[src/rtl/pvic_pkg.sv]
package pvic_pkg;

    typedef enum logic [2:0] {
        OP_EN_SET   = 3'd0,
        OP_EN_CLR   = 3'd1,
        OP_PRIO     = 3'd2,
        OP_VECT     = 3'd3,
        OP_PEND_SET = 3'd4,
        OP_PEND_CLR = 3'd5,
        OP_SRC      = 3'd6,
        OP_NONE     = 3'd7
    } cfg_op_e;

    typedef enum logic [1:0] {
        SRC_FIXED = 2'd0,
        SRC_DMA   = 2'd1,
        SRC_ROUTE = 2'd2,
        SRC_OFF   = 2'd3
    } src_sel_e;

    typedef enum logic [1:0] {
        ST_IDLE    = 2'd0,
        ST_PRESENT = 2'd1,
        ST_ACKED   = 2'd2
    } svc_state_e;

endpackage

[src/rtl/pvic_line_bank.sv]
module pvic_line_bank
    import pvic_pkg::*;
#(
    parameter int N  = 32,
    parameter int PW = 3,
    parameter int VW = 16,
    parameter int IW = 5
) (
    input  logic            clk,
    input  logic            rst_n,
    input  logic [N-1:0]    src_fixed,
    input  logic [N-1:0]    src_dma,
    input  logic [N-1:0]    src_route,
    input  logic            cfg_we,
    input  cfg_op_e         cfg_op,
    input  logic [IW-1:0]   cfg_line,
    input  logic [VW-1:0]   cfg_data,
    input  logic            ack_clr,
    input  logic [IW-1:0]   ack_line,
    output logic [N-1:0]    cand,
    output logic [N*PW-1:0] prio_flat,
    output logic [N*VW-1:0] vec_flat,
    output logic            en_state
);

    logic [N-1:0] en_vec;
    logic [N-1:0] pend_vec;

    for (genvar i = 0; i < N; i++) begin : g_line
        logic          en_q;
        logic [PW-1:0] pr_q;
        logic [VW-1:0] vc_q;
        src_sel_e      sel_q;
        logic [2:0]    prev_q;
        logic          pend_q;
        logic [2:0]    raw;
        logic [3:0]    rise;
        logic          hit, hw_edge, set_req, clr_req;

        assign raw     = {src_route[i], src_dma[i], src_fixed[i]};
        assign rise    = {1'b0, raw & ~prev_q};
        assign hw_edge = rise[sel_q];
        assign hit     = cfg_we && (cfg_line == IW'(i));
        assign set_req = hw_edge || (hit && cfg_op == OP_PEND_SET);
        assign clr_req = (hit && cfg_op == OP_PEND_CLR) ||
                         (ack_clr && ack_line == IW'(i));

        always_ff @(posedge clk or negedge rst_n) begin
            if (!rst_n) begin
                en_q   <= 1'b0;
                pr_q   <= '1;
                vc_q   <= '0;
                sel_q  <= SRC_FIXED;
                prev_q <= '0;
                pend_q <= 1'b0;
            end else begin
                prev_q <= raw;
                pend_q <= set_req | (pend_q & ~clr_req);
                if (hit) begin
                    unique case (cfg_op)
                        OP_EN_SET: en_q  <= 1'b1;
                        OP_EN_CLR: en_q  <= 1'b0;
                        OP_PRIO:   pr_q  <= cfg_data[PW-1:0];
                        OP_VECT:   vc_q  <= cfg_data;
                        OP_SRC:    sel_q <= src_sel_e'(cfg_data[1:0]);
                        default:   ;
                    endcase
                end
            end
        end

        assign en_vec[i]               = en_q;
        assign pend_vec[i]             = pend_q;
        assign prio_flat[i*PW +: PW]   = pr_q;
        assign vec_flat[i*VW +: VW]    = vc_q;

        // with no hardware source, only a software set may raise pending
        a_r1_off_never_sets: assert property (@(posedge clk) disable iff (!rst_n)
            (sel_q == SRC_OFF && !pend_q && !(hit && cfg_op == OP_PEND_SET))
            |=> !pend_q);
    end

    assign cand     = en_vec & pend_vec;
    assign en_state = en_vec[cfg_line];

endmodule

[src/rtl/pvic_arbiter.sv]
module pvic_arbiter #(
    parameter int N  = 32,
    parameter int PW = 3,
    parameter int IW = 5
) (
    input  logic            clk,
    input  logic            rst_n,
    input  logic [N-1:0]    cand,
    input  logic [N*PW-1:0] prio_flat,
    input  logic            ceil_valid,
    input  logic [PW-1:0]   ceil_prio,
    output logic            win_valid,
    output logic [IW-1:0]   win_idx,
    output logic [PW-1:0]   win_prio
);

    logic found;

    always_comb begin
        found    = 1'b0;
        win_prio = '1;
        win_idx  = '0;
        for (int i = 0; i < N; i++) begin
            if (cand[i] && (!found || prio_flat[i*PW +: PW] < win_prio)) begin
                found    = 1'b1;
                win_prio = prio_flat[i*PW +: PW];
                win_idx  = IW'(i);
            end
        end
        win_valid = found && (!ceil_valid || win_prio < ceil_prio);
    end

    for (genvar j = 0; j < N; j++) begin : g_chk
        // no competing line is more urgent, and ties favour the lower index
        a_r3_best_choice: assert property (@(posedge clk) disable iff (!rst_n)
            (win_valid && cand[j]) |->
                (prio_flat[j*PW +: PW] > win_prio) ||
                (prio_flat[j*PW +: PW] == win_prio && win_idx <= IW'(j)));
    end

endmodule

[src/rtl/pvic_service.sv]
module pvic_service
    import pvic_pkg::*;
#(
    parameter int N  = 32,
    parameter int PW = 3,
    parameter int VW = 16,
    parameter int IW = 5
) (
    input  logic            clk,
    input  logic            rst_n,
    input  logic            win_valid,
    input  logic [IW-1:0]   win_idx,
    input  logic [N*PW-1:0] prio_flat,
    input  logic [N*VW-1:0] vec_flat,
    input  logic            irq_ack,
    input  logic            irq_eoi,
    output logic            irq_req,
    output logic [IW-1:0]   irq_idx,
    output logic [VW-1:0]   irq_vec,
    output logic            ack_clr,
    output logic [IW-1:0]   ack_line,
    output logic            ceil_valid,
    output logic [PW-1:0]   ceil_prio
);

    localparam int LV = 1 << PW;

    svc_state_e    state_q, state_d;
    logic [IW-1:0] idx_q;
    logic [LV-1:0] isr_q, isr_d, eoi_mask, ack_mask;
    logic [PW-1:0] ack_prio;
    logic          load;

    // state register
    always_ff @(posedge clk or negedge rst_n) begin
        if (!rst_n) state_q <= ST_IDLE;
        else        state_q <= state_d;
    end

    // transitions
    always_comb begin
        state_d = state_q;
        unique case (state_q)
            ST_IDLE:    if (win_valid) state_d = ST_PRESENT;          // T_RAISE
            ST_PRESENT: if (irq_ack)   state_d = ST_ACKED;            // T_TAKE
                        else if (!win_valid) state_d = ST_IDLE;       // T_WITHDRAW
            ST_ACKED:   state_d = ST_IDLE;                            // T_RELEASE
            default:    state_d = ST_IDLE;
        endcase
    end

    // outputs
    always_comb begin
        irq_req = 1'b0;
        ack_clr = 1'b0;
        load    = 1'b0;
        unique case (state_q)
            ST_IDLE:    load = win_valid;
            ST_PRESENT: begin
                irq_req = 1'b1;
                ack_clr = irq_ack;
                load    = win_valid && !irq_ack;
            end
            ST_ACKED:   ;
            default:    ;
        endcase
    end

    always_ff @(posedge clk or negedge rst_n) begin
        if (!rst_n) idx_q <= '0;
        else if (load) idx_q <= win_idx;
    end

    assign irq_idx  = idx_q;
    assign irq_vec  = vec_flat[idx_q*VW +: VW];
    assign ack_line = idx_q;
    assign ack_prio = prio_flat[idx_q*PW +: PW];

    // in-service levels
    assign eoi_mask = irq_eoi ? (isr_q & (~isr_q + LV'(1))) : '0;
    assign ack_mask = ack_clr ? (LV'(1) << ack_prio) : '0;
    assign isr_d    = (isr_q & ~eoi_mask) | ack_mask;

    always_ff @(posedge clk or negedge rst_n) begin
        if (!rst_n) isr_q <= '0;
        else        isr_q <= isr_d;
    end

    always_comb begin
        ceil_prio = '0;
        for (int i = LV - 1; i >= 0; i--) begin
            if (isr_q[i]) ceil_prio = PW'(i);
        end
    end
    assign ceil_valid = |isr_q;

    // a qualified winner seen while idle raises the request next cycle
    a_r7_raise: assert property (@(posedge clk) disable iff (!rst_n)
        (state_q == ST_IDLE && win_valid) |=> irq_req);

    // after an acknowledge the request drops and the presented line holds
    a_r8_ack_hold: assert property (@(posedge clk) disable iff (!rst_n)
        (irq_req && irq_ack) |=> (!irq_req && $stable(irq_idx)));

    // an end-of-service strobe with no acknowledge retires exactly one level
    a_r10_eoi_pops: assert property (@(posedge clk) disable iff (!rst_n)
        (irq_eoi && !ack_clr && ceil_valid) |=>
            ($countones(isr_q) + 1 == $past($countones(isr_q))));

endmodule

[src/rtl/prio_vec_intc.sv]
module prio_vec_intc
    import pvic_pkg::*;
#(
    parameter int N_LINES = 32,
    parameter int PRIO_W  = 3,
    parameter int VEC_W   = 16,
    localparam int IDX_W  = $clog2(N_LINES)
) (
    input  logic               clk,
    input  logic               rst_n,
    input  logic [N_LINES-1:0] src_fixed,
    input  logic [N_LINES-1:0] src_dma,
    input  logic [N_LINES-1:0] src_route,
    input  logic               cfg_we,
    input  logic [2:0]         cfg_op,
    input  logic [IDX_W-1:0]   cfg_line,
    input  logic [VEC_W-1:0]   cfg_data,
    output logic               en_state,
    output logic               irq_req,
    output logic [IDX_W-1:0]   irq_idx,
    output logic [VEC_W-1:0]   irq_vec,
    input  logic               irq_ack,
    input  logic               irq_eoi
);

    logic [N_LINES-1:0]        cand;
    logic [N_LINES*PRIO_W-1:0] prio_flat;
    logic [N_LINES*VEC_W-1:0]  vec_flat;
    logic                      ack_clr;
    logic [IDX_W-1:0]          ack_line;
    logic                      ceil_valid;
    logic [PRIO_W-1:0]         ceil_prio;
    logic                      win_valid;
    logic [IDX_W-1:0]          win_idx;
    logic [PRIO_W-1:0]         win_prio;

    pvic_line_bank #(.N(N_LINES), .PW(PRIO_W), .VW(VEC_W), .IW(IDX_W)) u_bank (
        .clk       (clk),
        .rst_n     (rst_n),
        .src_fixed (src_fixed),
        .src_dma   (src_dma),
        .src_route (src_route),
        .cfg_we    (cfg_we),
        .cfg_op    (cfg_op_e'(cfg_op)),
        .cfg_line  (cfg_line),
        .cfg_data  (cfg_data),
        .ack_clr   (ack_clr),
        .ack_line  (ack_line),
        .cand      (cand),
        .prio_flat (prio_flat),
        .vec_flat  (vec_flat),
        .en_state  (en_state)
    );

    pvic_arbiter #(.N(N_LINES), .PW(PRIO_W), .IW(IDX_W)) u_arb (
        .clk        (clk),
        .rst_n      (rst_n),
        .cand       (cand),
        .prio_flat  (prio_flat),
        .ceil_valid (ceil_valid),
        .ceil_prio  (ceil_prio),
        .win_valid  (win_valid),
        .win_idx    (win_idx),
        .win_prio   (win_prio)
    );

    pvic_service #(.N(N_LINES), .PW(PRIO_W), .VW(VEC_W), .IW(IDX_W)) u_svc (
        .clk        (clk),
        .rst_n      (rst_n),
        .win_valid  (win_valid),
        .win_idx    (win_idx),
        .prio_flat  (prio_flat),
        .vec_flat   (vec_flat),
        .irq_ack    (irq_ack),
        .irq_eoi    (irq_eoi),
        .irq_req    (irq_req),
        .irq_idx    (irq_idx),
        .irq_vec    (irq_vec),
        .ack_clr    (ack_clr),
        .ack_line   (ack_line),
        .ceil_valid (ceil_valid),
        .ceil_prio  (ceil_prio)
    );

    // a request presented during service is strictly more urgent than the limit
    a_r9_strict_preempt: assert property (@(posedge clk) disable iff (!rst_n)
        (win_valid && ceil_valid) |-> (win_prio < ceil_prio));

endmodule

[config.mk]
export PLATFORM = sky130hd
export DESIGN_NAME = prio_vec_intc
export DESIGN_NICKNAME = d
export VERILOG_FILES = /design/src/rtl/pvic_pkg.sv /design/src/rtl/pvic_line_bank.sv /design/src/rtl/pvic_arbiter.sv /design/src/rtl/pvic_service.sv /design/src/rtl/prio_vec_intc.sv
export SDC_FILE = /design/constraint.sdc
export NUM_CORES = 2
export LEC_CHECK = 0
export ABC_CLOCK_PERIOD_IN_PS = 38200
export BUFFER_PORTS_ARGS = -buffer_cell sky130_fd_sc_hd__buf_2
export CELL_PAD_IN_SITES_DETAIL_PLACEMENT = 0
export CELL_PAD_IN_SITES_GLOBAL_PLACEMENT = 1
export CORE_MARGIN = 1
export CORE_UTILIZATION = 50
export CTS_CLUSTER_DIAMETER = 80
export CTS_CLUSTER_SIZE = 40
export DETAILED_ROUTE_END_ITERATION = 10
export GPL_TIMING_DRIVEN = 0
export PLACE_DENSITY = 0.84
export REMOVE_ABC_BUFFERS = 1
export SYNTH_ARGS = -nofsm -noshare
export SYNTH_HDL_FRONTEND = slang
export SYNTH_HIERARCHICAL = 1
export SYNTH_SLANG_ARGS = --single-unit
[constraint.sdc]
create_clock -name clk -period 38.2 [get_ports clk]
set_input_delay 11.46 -clock clk [delete_from_list [all_inputs] [get_ports clk]]
set_output_delay 11.46 -clock clk [all_outputs]
set_load 0.03 [all_outputs]
Word-level counts from Yosys, hierarchy flattened
Index checks and enable logic that the tools add are counted.
{ "word_totals": {"ff_bits": 847, "out_inout_bits": 23, "word_cells": 1106} }
{ "classes": {"add_sub_neg": 1, "multipliers": 1, "magnitude_cmp": 65, "eq_ne": 71, "shift": 3, "muxes": 179, "bitwise_logic": 166, "reduce_logical": 425} }
{ "ops": {"columns": ["operator", "n"], "rows": [
  ["variable part select 512 x 10 -> 16 bit", 1],
  ["AND reduction 2 bit", 129],
  ["logical AND 1 bit", 161],
  ["equality test 5 bit, second input constant", 32],
  ["2-to-1 mux 3 bit", 44],
  ["bitwise AND 3 bit", 32],
  ["logical OR 1 bit", 96],
  ["less-than comparator 2 x 3 -> 1 bit, second input constant", 32],
  ["less-than comparator 3 bit", 32],
  ["inverter 3 bit", 32],
  ["variable part select 96 x 8 -> 3 bit", 1],
  ["equality test 5 x 4 -> 1 bit, second input constant", 16],
  ["2-to-1 mux 5 bit", 16],
  ["2-to-1 mux 1 bit", 68],
  ["binary-select mux 1 bit (select 2 bit)", 32],
  ["equality test 5 x 3 -> 1 bit, second input constant", 8],
  ["logical NOT 1 bit", 33],
  ["bitwise AND 1 bit", 32],
  ["bitwise AND 32 bit", 1],
  ["2-to-1 mux 4 bit", 8],
  ["inverter 1 bit", 32],
  ["bitwise OR 1 bit", 32],
  ["equality test 5 x 2 -> 1 bit, second input constant", 4],
  ["bitwise AND 8 bit", 2],
  ["23 further kinds", 35]
]} }

Longest topological paths before layout
{ "depth": {"word_depth": 132, "depth_mapped": 235} }

Hierarchy
Netlist, hierarchy kept.
{ "modules_own_cells": {"columns": ["module", "instances", "cells_per_inst", "area_per_inst_um2", "seq_area_each_um2"], "rows": [
  ["pvic_line_bank", 1, 2227, 32588.8, 20940.1],
  ["pvic_service", 1, 392, 5605.4, 375.4],
  ["pvic_arbiter", 1, 826, 5396.4, 0.0]
]} }

Worst setup path after synthesis
Ideal clock, no wire load.
{ "synth_timing": {"kind": "reg2reg", "start": "reg u_bank.g_line[0].en_q", "end": "reg u_svc.idx_q[4] (netlist: u_svc/ack_line[4])", "setup_ps": 66, "arrival_time_ps": 35217, "required_time_ps": 38134, "slack_ps": 2917, "stages_incl_launch_ff": 220, "n_path_buf": 3, "synth_period_minus_slack_ps": 35283, "cell_sequence": "dfrtp_1 and2_1 buf_2 a21oi_1 inv_1 ha_1 o22ai_1 a21oi_1 o2111a_1 a211oi_2 and2_1 buf_4 nand2_1 o21ai_0 inv_1 ha_1 o31a_1 a21bo_2 (+184 left out) ha_1 nand2_1 inv_1 a31oi_4 mux2i_1 ha_1 a21oi_1 o21ai_0 o21ai_2 mux2i_1 ha_1 nor2_1 o211ai_1 o21ai_1 nand3b_1 inv_1 nand2_1 nand2_1"} }
{ "synth_via": {"elab_chain_len": 131, "word_cells_on_any_way": 210, "classes_between": "order compare: 32; mux: 81; bitwise: 1; reduce/logical: 96"} }
{ "synth_rtl": {"columns": ["item", "line", "rtl"], "rows": [
  ["from (decl)", "pvic_line_bank.sv:30", "logic en_q;"],
  ["from (signal assigned)", "pvic_line_bank.sv:50", "en_q <= 1'b0;"],
  ["from (signal assigned)", "pvic_line_bank.sv:61", "OP_EN_SET: en_q <= 1'b1;"],
  ["from (signal assigned)", "pvic_line_bank.sv:62", "OP_EN_CLR: en_q <= 1'b0;"],
  ["bitwise AND 32 bit (*)", "pvic_line_bank.sv:83", "assign cand = en_vec & pend_vec;"],
  ["net cand[0]", "prio_vec_intc.sv:26", "logic [N_LINES-1:0] cand;"],
  ["2-to-1 mux 3 bit or 2-to-1 mux 1 bit (tied branches)", "pvic_arbiter.sv:24", "if (cand[i] && (!found || prio_flat[i*PW +: PW] < win_prio)) begin"],
  ["less-than comparator 3 bit or logical NOT 1 bit (tied branches)", "pvic_arbiter.sv:24", null],
  ["logical OR 1 bit", "pvic_arbiter.sv:24", null],
  ["logical AND 1 bit", "pvic_arbiter.sv:24", null],
  ["2-to-1 mux 3 bit or 2-to-1 mux 1 bit (tied branches)", "pvic_arbiter.sv:24", null],
  ["less-than comparator 3 bit or logical NOT 1 bit (tied branches)", "pvic_arbiter.sv:24", null],
  ["(+118 left out)", null, null],
  ["2-to-1 mux 3 bit (*)", "pvic_arbiter.sv:24", null],
  ["net win_prio[1]", "prio_vec_intc.sv:35", "logic [PRIO_W-1:0] win_prio;"],
  ["less-than comparator 3 bit (*)", "pvic_arbiter.sv:30", "win_valid = found && (!ceil_valid || win_prio < ceil_prio);"],
  ["logical OR 1 bit (*)", "pvic_arbiter.sv:30", null],
  ["logical AND 1 bit (*)", "pvic_arbiter.sv:30", null],
  ["net win_valid", "prio_vec_intc.sv:33", "logic win_valid;"],
  ["logical AND 1 bit", "pvic_service.sv:62", "load = win_valid && !irq_ack;"],
  ["one-hot mux 1 bit (2 select lines) (*)", "pvic_service.sv:57", "unique case (state_q)"],
  ["to (signal assigned)", "pvic_service.sv:71", "else if (load) idx_q <= win_idx;"],
  ["to (decl)", "pvic_service.sv:29", "logic [IW-1:0] idx_q;"]
]} }
The timed path passes the listed nets; every way through them passes the cells marked *.
A chain may end at the register's enable or synchronous reset.

Final worst setup path
{ "layout_timing": {"start": "reg u_bank.g_line[1].en_q", "end": "reg u_svc.idx_q[1] (netlist: u_svc/ack_line[1])"} }
{ "layout_via": {"elab_chain_len": 128, "word_cells_on_any_way": 219, "classes_between": "order compare: 31; mux: 93; bitwise: 1; reduce/logical: 94"} }
{ "layout_rtl": {"columns": ["item", "line"], "rows": [
  ["from (decl)", "pvic_line_bank.sv:30"],
  ["from (signal assigned)", "pvic_line_bank.sv:50"],
  ["from (signal assigned)", "pvic_line_bank.sv:61"],
  ["from (signal assigned)", "pvic_line_bank.sv:62"],
  ["bitwise AND 32 bit (*)", "pvic_line_bank.sv:83"],
  ["net cand[1]", "prio_vec_intc.sv:26"],
  ["logical AND 1 bit (*)", "pvic_arbiter.sv:24"],
  ["2-to-1 mux 3 bit or 2-to-1 mux 1 bit (tied branches)", "pvic_arbiter.sv:24"],
  ["less-than comparator 3 bit or logical NOT 1 bit (tied branches)", "pvic_arbiter.sv:24"],
  ["logical OR 1 bit", "pvic_arbiter.sv:24"],
  ["logical AND 1 bit", "pvic_arbiter.sv:24"],
  ["2-to-1 mux 3 bit or 2-to-1 mux 1 bit (tied branches)", "pvic_arbiter.sv:24"],
  ["(+115 left out)", null],
  ["2-to-1 mux 3 bit (*)", "pvic_arbiter.sv:24"],
  ["net win_prio[2]", "prio_vec_intc.sv:35"],
  ["less-than comparator 3 bit (*)", "pvic_arbiter.sv:30"],
  ["logical OR 1 bit (*)", "pvic_arbiter.sv:30"],
  ["logical AND 1 bit (*)", "pvic_arbiter.sv:30"],
  ["net win_valid", "prio_vec_intc.sv:33"],
  ["logical AND 1 bit", "pvic_service.sv:62"],
  ["one-hot mux 1 bit (2 select lines) (*)", "pvic_service.sv:57"]
]} }
Marked as above.

==> flow_summary.toml <==
[worst_setup_path]
path_delay_family = "compound AO/OA/AOI/OAI gates"
worst-path-stages = 218
worstPathRequired_ns = 38.72
critPathKind = "register to register"
reg2reg_from = "u_bank/g_line[1].en_q"
end_kind = "register"
crit_end = "u_svc/ack_line[1]"
critPathBufInv = 23
r2r_end = "u_svc/ack_line[1]"
reg2reg_depth = 218
crit_path_start_kind = "register"
r2r_slack_ns = 2.22
crit_arrival_ns = 36.50
crit_fanout = 13
startpoint = "u_bank/g_line[1].en_q"
crit_slowest_cell = "dfrtp_1"
cp_common_cell = "ha_1"
max_stage_delay_ns = 0.39

[die]
die_h_um = 297
io-pin-count = 148
core_region_area_um2 = 85800
die_w_um = 297
start_util_pct = 50.8
die_area_um2 = 88400
rows = 107

[synth]
ys_warn_count = 6
synthCells = 3445
ys_ff_latch = 847
synth_cell_type_count = 121
yosysTopAreaCell = "dfrtp_1"
synthTopCellsByArea = "dfrtp_1 (43%), mux2_2 (17%), mux4_2 (9.1%)"
synth_enable_flop_cells = 0
yosysSeqAreaShare_pct = 48.9
avgSynthCellArea_um2 = 12.7
synthArstFlopShare_pct = 100
syn_area_um2 = 43600
synth_flop_cell = "dfrtp_1"
yosysTopAreaCellShare_pct = 43.1

[sta]
slew_viol_final = 0
worst_pin_slew_ns = 1.41
hold_viol = 0
max_freq_mhz = 27.8
clock_skew_ns = 0.0499
slew_headroom_pct = 5.63
fin_crit_sh_pct = 94.2
hold_ws_ns = 0.499
finalSetupViolCount = 0
fin_crit_ns = 35.98
fin_ws_ns = 2.22

[detailed_routing]
drt-initial-drc-count = 2389
wl_per_cell_um = 23.8
vias_per_cell = 6.18
drt-total-wl_um = 112000
final_antenna_net_count = 0
dr.pass1.iters = 5
drcViolationCount = 0
vias = 29100

[worst_hold_path]
hold_class = "register to register"
hold_start = "u_bank/g_line[3].vc_q[9]"
hold_path_depth = 1

[global_routing]
globalRouteOverflowTotal = 0
grt_max_degree = 126
grt_pass1_vias = 29100
grt_pass1_wl_um = 174000
grt_usage_pct = 25.3
antenna_found_initial = 11

[cells_and_area]
syn2layout_area_growth_pct = 10.4
fillers = 6921
drive_gt1_share_pct = 40.6
final_util_pct = 56.1
final_nets = 3686
fin_area_um2 = 48100

[status]
status = "finished clean"

[clock_network]
cts_tree = "built"
cts-root-buf = "clkbuf_16"
h-tree-depth = 2
cts_buffer_depth = 3
cts_buffers = 39
cts.sinks = 847
clk_latency_ns = 0.67
clk_pin_slew_ns = 0.12

[power]
switching_share_pct = 38.6
combPwrFrac_pct = 42.5
ir_worst_vdd_mv = 0.0584
clockPowerShare_pct = 20.5
p_seq_share_pct = 36.9
switching_power_uw = 1070
p_leak_uw = 0.0215
power_density_nw_per_um2 = 57.8
p_int_uw = 1710
p_total_uw = 2780

[place]
dp_hpwl_um = 74900
routabilityCongestion = 0.903
dp_slack_ns = -3.60
place_area_um2 = 45400
port_buffers = 147

[flow_run]
maxCapViolCount = 0
## cell usage in the layout, fill, tap and decap left out, types with 14 or more instances in the layout
cell type and count:
a31oi_1 38, dfstp_2 96, o21ai_1 19, mux4_2 176
a21o_1 17, nand2_1 213, nor3_1 17, o21ai_0 81
a211o_1 37, nor3b_1 14, and2_1 55, a21oi_1 93
mux2_2 652, a22oi_1 17, a221oi_1 24, buf_16 19
nor2b_1 15, nand2_2 15, dfrtp_1 746, or2_2 16
buf_4 69, mux2i_1 45, nor2_1 161, buf_2 144
clkbuf_16 40, or3_1 20, nand2b_1 49, inv_1 112
o21ai_2 14, mux2_1 40, a211oi_1 33, nand3_1 47
ha_1 27, nor2_2 27, o31ai_1 22
## worst min-delay path by stage
stage,endpoint,slack (ns)
floorplan,u_bank/g_line[3].vc_q[10],0.45
global placement,u_bank/g_line[3].vc_q[8],0.46
detailed placement,u_bank/g_line[3].vc_q[5],0.47
CTS,u_bank/g_line[3].vc_q[5],0.50
global route,u_bank/g_line[3].vc_q[5],0.52
finish,u_bank/g_line[3].vc_q[9],0.50
## power by group through the flow
stage / sequential (uW) / clock [uW] / combinational, uW
global placement: 1130 / 0 / 961
CTS: 1030 / 587 / 1080
floorplan: 1070 / 0 / 728
global route: 1040 / 616 / 1280
finish: 1030 / 571 / 1180
detailed placement: 1040 / 0 / 1030
## Yosys cell counts (15+ instances only)
cell type    n
a211oi_1    34
a211o_1     37
nand2_1    223
mux2_2     652
o31ai_1     23
dfrtp_1    751
nor2b_1     16
buf_6       16
o21ai_0    104
a31oi_1     40
mux2_1      40
inv_1      113
ha_1        33
nor2_2      18
a221oi_1    24
nand2b_1    52
or2_2       17
nor2_1     173
or3_1       20
buf_4       19
nor3b_1     15
a21oi_1    104
buf_2       54
mux4_2     176
mux2i_1     50
nor3_1      17
dfstp_2     96
a21o_1      17
a22oi_1     17
and2_1      59
clkbuf_1   104
nand3_1     49
## flip-flops by register name, indices dropped and copies added, names as in the netlist
register,flops
u_bank/g_line.vc_q,512
u_bank/g_line.en_q,32
u_bank/g_line.pend_q,32
u_svc/isr_q,8
u_bank/g_line.pr_q,96
u_svc/ack_line,5
u_bank/g_line.prev_q,96
u_bank/g_line.sel_q,64
u_svc/state_q,2
## metrics by stage
step	setup TNS, ns	std cells
after floorplan	0	3247
after global placement	-20.66	4538
after global routing	-0.600	4702
after detailed placement	-21.49	4563
final	0	4704
after CTS	0	4648
## what timing repair did
action                                  in CTS  in global routing
endpoints found under the setup margin       6                  6
gates resized for setup                     50                 99
hold buffers                                 0                  0
buffers inserted                            15                 52
pin swaps                                   14                 47
## final cells by class
| class | instances | area (um2) | area share [%] |
|---|---|---|---|
| multi-input cells | 2287 | 21500 | 44.7 |
| flip-flops and latches | 847 | 21300 | 44.3 |
| repair buffers | 240 | 1880 | 3.91 |
| well taps | 1144 | 1430 | 2.97 |
| clock buffers | 42 | 1020 | 2.12 |
| clock inverters | 28 | 533 | 1.11 |
| inverters | 113 | 424 | 0.882 |
| diodes | 3 | 7.51 | 0.0156 |
## metal layers
layer  vias up  global-route usage [%]  part of all wire [%]
li1      13000                       -                     -
met1     15200                    36.7                    45
met2       771                    39.9                    47
met3       162                    3.17                   5.1
met4         6                    7.46                   2.9
met5         -                       0                 0.033
## cells by family (layout without fill, tap and decap cells)
kind of cell / after synthesis / in the layout / share of synthesized area, %
adders and majority gates: 36 / 36 / 1.02
buffers and inverters: 311 / 423 / 3.27
AOI/OAI and AO/OA: 586 / 586 / 9.93
muxes: 922 / 922 / 28.3
other: 0 / 3 / 0
and+or+nand+nor: 743 / 743 / 8.62
DFF: 847 / 847 / 48.9
(Power assumes the default switching activity.)
